$ cat config.mk
export PLATFORM = sky130hd
export DESIGN_NAME = tmr_bank_ext
export DESIGN_NICKNAME = d
export VERILOG_FILES = /design/src/rtl/tmr_bank_pkg.sv /design/src/rtl/tmr_bank_regs.sv /design/src/rtl/tmr_interval.sv /design/src/rtl/tmr_prg_map.sv /design/src/rtl/tmr_bank_ext.sv
export SDC_FILE = /design/constraint.sdc
export NUM_CORES = 1
export LEC_CHECK = 0
export ABC_AREA = 0
export CAP_MARGIN = 30
export CORE_ASPECT_RATIO = 0.5
export CORE_MARGIN = 2
export CORE_UTILIZATION = 60
export DETAILED_ROUTE_END_ITERATION = 10
export GPL_ROUTABILITY_DRIVEN = 0
export PLACE_DENSITY_LB_ADDON = 0.2
export SYNTH_ARGS = -nofsm -noshare
export SYNTH_HDL_FRONTEND = slang
export SYNTH_SLANG_ARGS = --single-unit
export TNS_END_PERCENT = 50
$ cat constraint.sdc
create_clock -name clk_i -period 4.7 [get_ports clk_i]
set_clock_uncertainty 0.2 [all_clocks]
set_input_delay 0.94 -clock clk_i [delete_from_list [all_inputs] [get_ports clk_i]]
set_output_delay 0.94 -clock clk_i [all_outputs]
set_load 0.1 [all_outputs]
$ cat src/rtl/tmr_bank_pkg.sv
package tmr_bank_pkg;
  localparam int BANK_W = 4;
  localparam int REG_W  = 5;

  typedef enum logic [1:0] {
    MODE_PAIR0  = 2'd0,
    MODE_PAIR1  = 2'd1,
    MODE_FIX_LO = 2'd2,
    MODE_FIX_HI = 2'd3
  } prg_mode_e;

  typedef enum logic [1:0] {
    SEL_MODE = 2'd0,
    SEL_CTL  = 2'd1,
    SEL_SPARE = 2'd2,
    SEL_PRG  = 2'd3
  } reg_sel_e;
endpackage

$ cat src/rtl/tmr_bank_regs.sv
module tmr_bank_regs
  import tmr_bank_pkg::*;
(
  input  logic                clk_i,
  input  logic                rst_ni,
  input  logic                wr_en_i,
  input  logic [1:0]          wr_sel_i,
  input  logic [REG_W-1:0]    wr_data_i,
  output prg_mode_e           mode_o,
  output logic [BANK_W-1:0]   prg_o,
  output logic [REG_W-1:0]    ctl_o,
  output logic                ack_o
);
  prg_mode_e           mode_q;
  logic [BANK_W-1:0]   prg_q;
  logic [REG_W-1:0]    ctl_q;

  always_ff @(posedge clk_i or negedge rst_ni) begin
    if (!rst_ni) begin
      mode_q <= MODE_FIX_HI;
      prg_q  <= '0;
      ctl_q  <= '0;
    end else if (wr_en_i) begin
      case (reg_sel_e'(wr_sel_i))
        SEL_MODE: mode_q <= prg_mode_e'(wr_data_i[3:2]);
        SEL_CTL:  ctl_q  <= wr_data_i;
        SEL_PRG:  prg_q  <= wr_data_i[BANK_W-1:0];
        default:  ;
      endcase
    end
  end

  assign ack_o  = wr_en_i && (wr_sel_i == SEL_CTL) && wr_data_i[4];
  assign mode_o = mode_q;
  assign prg_o  = prg_q;
  assign ctl_o  = ctl_q;

  a_r9_ctl_update: assert property (@(posedge clk_i) disable iff (!rst_ni)
    (wr_en_i && wr_sel_i == SEL_CTL) |=> ctl_q == $past(wr_data_i));
endmodule

$ cat src/rtl/tmr_interval.sv
module tmr_interval #(
  parameter int CNT_W = 30,
  parameter int DIP_W = 4
) (
  input  logic             clk_i,
  input  logic             rst_ni,
  input  logic             hold_i,
  input  logic             ack_i,
  input  logic             tick_i,
  input  logic [DIP_W-1:0] dip_i,
  output logic             irq_o
);
  localparam int TOP = CNT_W - 1;
  localparam int LOW = CNT_W - 1 - DIP_W;

  logic [CNT_W-1:0] cnt_q, cnt_nxt;
  logic             irq_q, hit;

  assign cnt_nxt = cnt_q + 1'b1;
  // switch bits sit just under the top bit; all five top bits must read one
  assign hit = cnt_nxt[TOP] & (&(cnt_nxt[TOP-1:LOW] | dip_i));

  always_ff @(posedge clk_i or negedge rst_ni) begin
    if (!rst_ni) begin
      cnt_q <= '0;
      irq_q <= 1'b0;
    end else if (ack_i) begin
      cnt_q <= '0;
      irq_q <= 1'b0;
    end else if (hold_i) begin
      cnt_q <= '0;
    end else if (tick_i) begin
      if (hit) begin
        cnt_q <= '0;
        irq_q <= 1'b1;
      end else begin
        cnt_q <= cnt_nxt;
      end
    end
  end

  assign irq_o = irq_q;

  a_r7_ack_clears: assert property (@(posedge clk_i) disable iff (!rst_ni)
    ack_i |=> (!irq_o && cnt_q == '0));
  a_r7_hold_zero: assert property (@(posedge clk_i) disable iff (!rst_ni)
    hold_i |=> cnt_q == '0);
  a_r8_irq_sticky: assert property (@(posedge clk_i) disable iff (!rst_ni)
    (irq_o && !ack_i) |=> irq_o);
  a_r6_rise_on_tick: assert property (@(posedge clk_i) disable iff (!rst_ni)
    $rose(irq_o) |-> ($past(tick_i) && !$past(hold_i)));
endmodule

$ cat src/rtl/tmr_prg_map.sv
module tmr_prg_map
  import tmr_bank_pkg::*;
(
  input  prg_mode_e         mode_i,
  input  logic [BANK_W-1:0] prg_i,
  input  logic [3:1]        ctl_i,
  output logic [BANK_W-1:0] lo_o,
  output logic [BANK_W-1:0] hi_o
);
  localparam int SUB_W = BANK_W - 1;

  logic [SUB_W-1:0] sub;
  assign sub = prg_i[SUB_W-1:0];

  always_comb begin
    lo_o = '0;
    hi_o = '0;
    if (!ctl_i[3]) begin
      lo_o = BANK_W'({ctl_i[2:1], 1'b0});
      hi_o = BANK_W'({ctl_i[2:1], 1'b1});
    end else begin
      case (mode_i)
        MODE_FIX_HI: begin
          lo_o = {1'b1, sub};
          hi_o = {1'b1, {SUB_W{1'b1}}};
        end
        MODE_FIX_LO: begin
          lo_o = {1'b1, {SUB_W{1'b0}}};
          hi_o = {1'b1, sub};
        end
        default: begin
          lo_o = {1'b1, sub[SUB_W-1:1], 1'b0};
          hi_o = {1'b1, sub[SUB_W-1:1], 1'b1};
        end
      endcase
    end
  end
endmodule

$ cat src/rtl/tmr_bank_ext.sv
module tmr_bank_ext
  import tmr_bank_pkg::*;
#(
  parameter int CNT_W = 30,
  parameter int DIP_W = 4
) (
  input  logic             clk_i,
  input  logic             rst_ni,
  input  logic             wr_en_i,
  input  logic [1:0]       wr_sel_i,
  input  logic [4:0]       wr_data_i,
  input  logic             tick_i,
  input  logic [DIP_W-1:0] dip_i,
  output logic             irq_o,
  output logic [3:0]       bank_lo_o,
  output logic [3:0]       bank_hi_o
);
  prg_mode_e         mode;
  logic [BANK_W-1:0] prg;
  logic [REG_W-1:0]  ctl;
  logic              ack;

  tmr_bank_regs u_regs (
    .clk_i, .rst_ni, .wr_en_i, .wr_sel_i, .wr_data_i,
    .mode_o(mode), .prg_o(prg), .ctl_o(ctl), .ack_o(ack)
  );

  tmr_interval #(.CNT_W(CNT_W), .DIP_W(DIP_W)) u_tmr (
    .clk_i, .rst_ni, .hold_i(ctl[4]), .ack_i(ack), .tick_i, .dip_i, .irq_o
  );

  tmr_prg_map u_map (
    .mode_i(mode), .prg_i(prg), .ctl_i(ctl[3:1]),
    .lo_o(bank_lo_o), .hi_o(bank_hi_o)
  );

  a_r2_pair_32k: assert property (@(posedge clk_i) disable iff (!rst_ni)
    !ctl[3] |-> (!bank_lo_o[0] && bank_hi_o == bank_lo_o + 4'd1 && !bank_hi_o[3]));
  a_r3_upper_half: assert property (@(posedge clk_i) disable iff (!rst_ni)
    ctl[3] |-> (bank_lo_o[3] && bank_hi_o[3]));
  a_r5_pair_adjacent: assert property (@(posedge clk_i) disable iff (!rst_ni)
    (ctl[3] && !mode[1]) |-> (bank_hi_o == (bank_lo_o | 4'd1) && !bank_lo_o[0]));
endmodule

After elaboration in Yosys (flattened, before gate mapping). Cells that the tools add are included.

Memory bits (read-only): 0. Bits in registers: 41. Logic and storage cells: 36. Input port bits: 15. Output and inout bits: 9. Memories: 0. Bits in latches: 0. Bits in writable memories: 0.

Bitwise logic cells: 2. Add/subtract/negate cells: 1. $lt $le $gt $ge: 0. Muxes and demuxes: 12. $mul: 0. Eq/ne operators: 5. Reduce and logical (&&, ||, !) cells: 11. Div/mod/pow operators: 0. Shift-type cells: 0.

Operator list (number): 30-bit two-way mux (4); 30-bit by 1-bit adder with 30-bit output (second input constant) (1); 3-bit case mux with 2 select lines (2); 4-bit two-way mux (2); 2-bit == test (second input constant) (3); 2-bit AND reduction (3); 1-bit two-way mux (4); 4-bit OR (1); 4-bit AND reduction (1); 2-bit nonzero test (2); 3-bit AND reduction (1); 3-bit nonzero test (1); 2-bit by 1-bit == test with 1-bit output (second input constant) (1); 1-bit logical AND (2); 2-bit logical NOT (1); 2-bit inequality test (second input constant) (1); 1-bit bitwise AND (1).

Longest topological paths before layout.
Word-level depth: 8. Mapped depth: 10. Gate-level depth less buffers: 9.

Modules after synthesis. A second synthesis with hierarchy kept.

Cells, all modules: 254. Area total of the unflattened synthesis: 2422.3 µm².

By module, submodules not included: tmr_interval (cells an instance 208, seq. area each 775.7 µm², instances 1, area each 1853.0 µm²); tmr_bank_regs (cells an instance 27, seq. area each 277.8 µm², instances 1, area each 470.5 µm²); tmr_prg_map (cells an instance 19, seq. area each 0.0 µm², instances 1, area each 98.8 µm²).

Least setup slack after synthesis. Ideal clock, no wire load.

Path type: reg2out. Start point: register u_regs.ctl_q[3], in the netlist u_regs.ctl_o[3]. End point: output bank_lo_o[2]. Slack: 1.386 ns. Arrival: 2.174 ns. Buffers on the path: 1. Data required time: 3.560 ns. Stages on the path, launching flop included: 4. Path through: dfrtp_1 -> clkbuf_1 -> nand2_1 -> o22ai_1.

Cells in the longest elaborated chain, start to end: 1.

Ends and longest elaborated chain: from (decl) (RTL line tmr_bank_regs.sv:16) `logic [REG_W-1:0] ctl_q;`; from (signal assigned) (RTL line tmr_bank_regs.sv:26) `SEL_CTL: ctl_q <= wr_data_i;`; 4-bit two-way mux (RTL line tmr_prg_map.sv:18) `if (!ctl_i[3]) begin`; to (decl) (RTL line tmr_bank_ext.sv:15) `output logic [3:0] bank_lo_o,`.

Every way passes these cells.

Final worst setup path.
Start point: register u_regs.mode_q[1], in the netlist u_regs.mode_o[1]. End point: output bank_hi_o[1].

Cells in the longest elaborated chain, start to end: 3. Elaborated cells between the ends (all ways): 4. Classes of those cells: 2 x eq/ne; 2 x mux.

Ends and longest elaborated chain: from (decl) (RTL line tmr_bank_regs.sv:14) `prg_mode_e mode_q;`; from (signal assigned) (RTL line tmr_bank_regs.sv:25) `SEL_MODE: mode_q <= prg_mode_e'(wr_data_i[3:2]);`; 2-bit == test (RTL line tmr_prg_map.sv:22) `case (mode_i)`; 3-bit case mux with 2 select lines (*) (RTL line tmr_prg_map.sv:22); 4-bit two-way mux (*) (RTL line tmr_prg_map.sv:18); to (decl) (RTL line tmr_bank_ext.sv:16) `output logic [3:0] bank_hi_o`.

Mark *: on every way between the ends. The rest lies on a longest branch, timed or not.

==> results.md <==
* Status: complete, no violations
* Hold Violations, Final at 0
* Setup TNS at 0 ns
* FFs w/ async S/R, synth at 1.000
* Cell area after layout at 2559 um2
* Cts-stage hold buffer count at 0
* Top-area cell type share of the netlist area at 0.4274
* Largest cells by area after synthesis: dfrtp_1 (43%), nor2_1 (5.4%), nand2_1 (5.1%), xnor2_1 (4.3%), xor2_1 (4.3%)
* Total clock sinks at 40
* Worst VDD drop at 0.1626 mV
* Initial DRC count at 70
* Die X at 90.11 um
* Antenna violations before repair at 0
* Pwr Density at 334.7 nW/um2
* Final Setup Violations at 0
* Vias in the first global route at 1692
* Dpl hpwl at roughly 3.1 mm
* Clock buffer depth at 2
* Startpoint Class: register
* Syn Area/Cell at around 9.6 um2
* Synth warnings at 0
* Core area at around 3500 um2
* Top-count cell post-synth: dfrtp_1
* ANT nets after route at 0
* TritonCTS Buffers at 5
* First-pass GRT wire length at 7.527 mm
* Post-synthesis sequential area ratio at 0.4511
* Number of diodes at 0
* Total Routing Usage GR at 0.2265
* Final Slew Violations at 0
* Worst setup EP type: output pin
* Routed wire per std cell at 14.04 um
* Die Height at 47.06 um
* Syn Inst Count at 232
* Crit path time final at 3.375 ns
* Nets at 271
* CTS tree: done
* Fraction of layout cells with a size suffix above 1 at 0.1172
* Layout area overhead at 15.02%
* Clock transition at the registers of the reported paths at 0.07 ns
* Fin worst setup slack at 1.325 ns
* Leading area contributor after synthesis: dfrtp_1
* CP arrival at 2.23 ns
* Placed cell areas at 2469 um2
* Final period util at 0.7180
* Post-synth EDFFs at 0
* H-Tree Depth at 2
* Tot Pwr at 0.8564 mW
* Fmax at between 200 and 300 MHz
* Clk Latency, worst-skew pair at 0.28 ns
* Synth Cell Area at 2225 um2
* Fillers at 267
* Port Buf Inserts at 23
* Ys flop type: dfrtp_1
* DR vias/cell at 5.590
* Critical Path Fanout Max at 5
* Post-synth top cells: dfrtp_1 (38), nor2_1 (32), nand2_1 (30), a21oi_1 (13)
* Kind of critical path: register to output pin
* DP Worst Slack at 1.397 ns
* Worst hold path class: register to register
* DR vias at 1716
* DRC errors left at 0
* Max-cap viol count at 0
* Req. time, crit path at around 3.6 ns
* Total Wirelength at 4.311 mm
* TritonRoute pass-1 iters at 4
* Post-CTS Setup Bufs at 0
* Grt ovf at 0
* Full die area at 4240 um2
* Worst slew pin tran at 0.9702 ns
* Post-Syn Nets at 248
* Row count at 15
* Pin count of the biggest net entering global routing at 41
* Slew headroom at 0.3512
* # IOs at 24
* Count of different cell masters after synthesis at 42
* Clock root buffer: clkbuf_8
* P_leak at 1.092 nW
* Starting density of the core at 0.6373
* Post-cts resize count at 0
* RSZ-0062 raised after global routing: no
* Yosys reg bits at 40
[final timing paths]
check	start	end	cells past startpoint	slack (ns)
min in group asynchronous	rst_ni	u_tmr.cnt_q[13]$_DFFE_PN0P_	1	0.57
max	u_regs.mode_o[1]$_DFFE_PN1P_	bank_hi_o[1]	3	1.33
min	u_tmr.irq_o$_DFFE_PN0P_	u_tmr.irq_o$_DFFE_PN0P_	2	0.29
min reg2reg	u_tmr.irq_o$_DFFE_PN0P_	u_tmr.irq_o$_DFFE_PN0P_	2	0.29
max in group asynchronous	rst_ni	u_tmr.cnt_q[4]$_DFFE_PN0P_	1	3.18
max reg2reg	u_tmr.cnt_q[0]$_DFFE_PN0P_	u_tmr.cnt_q[22]$_DFFE_PN0P_	9	1.84
[through the flow]
stage | cells | hold slack (ns) | util
3_3_place_gp | 299 | 0.2741 | 0.7072
5_1_grt | 307 | 0.3197 | 0.7330
6_report | 307 | 0.2860 | 0.7330
4_1_cts | 307 | 0.2963 | 0.7330
2_1_floorplan | 232 | 0.2610 | -
3_5_place_dp | 299 | 0.2792 | 0.7072
[cell families after synthesis]
kind of cell               share of synthesized area
and+or+nand+nor                               0.2947
xor gates and xnor gates                     0.08661
AOI/OAI and AO/OA                            0.08212
muxes                                        0.04950
adders and majority gates                   0.005623
DFF                                           0.4511
buffers and inverters                        0.03037
[per-layer routing]
layer,GRT usage,share of wire
met1,0.2835,0.47
met3,0.05778,0.045
met2,0.4165,0.48
met4,0.05538,0.0044
met5,0,0
[cell usage in the layout, fill, tap and decap left out, types with 3 or more instances in the layout]
cell,netlist,routed
nand3_1,11,11
clkbuf_8,0,6
o21ai_0,4,4
nor4_1,3,3
mux2_2,8,8
dfrtp_1,38,38
xnor2_1,11,11
nand3_2,4,4
nor3_1,3,3
inv_1,6,6
nand2b_1,3,3
xor2_1,11,11
nand4_1,9,9
nand2_1,30,30
clkdlybuf4s50_1,0,22
nor2_1,32,32
a21oi_1,13,13
and3_1,6,6
[flip-flops by register name, summed over array words and instances (netlist names)]
signal         cells
u_tmr.cnt_q       30
u_regs.mode_o      2
u_tmr.irq_o        1
u_regs.prg_o       3
u_regs.ctl_o       4
[layout make-up]
cell class / count / area [um2] / share of cell area
clock buffer: 8 / 90.09 / 0.03521
inverter: 6 / 22.52 / 0.008802
multi-input combinational: 179 / 1154 / 0.4509
sequential: 40 / 1003 / 0.3922
tap: 51 / 63.81 / 0.02494
timing repair buffer: 23 / 225.2 / 0.08802
[report_power, final]
group | internal [mW] | total (mW) | switching, mW
clock | 0.120 | 0.231 | 0.111
combinational | 0.0658 | 0.238 | 0.172
sequential | 0.366 | 0.388 | 0.0218
total | 0.552 | 0.856 | 0.304
[worst max-delay path: stages (launching register included)]
cell and delay, ns:
dfstp_2 0.57, a21oi_1 0.07, a21oi_1 0.16, clkdlybuf4s50_1 1.15
Note: power is estimated with default switching activity, not from simulation.
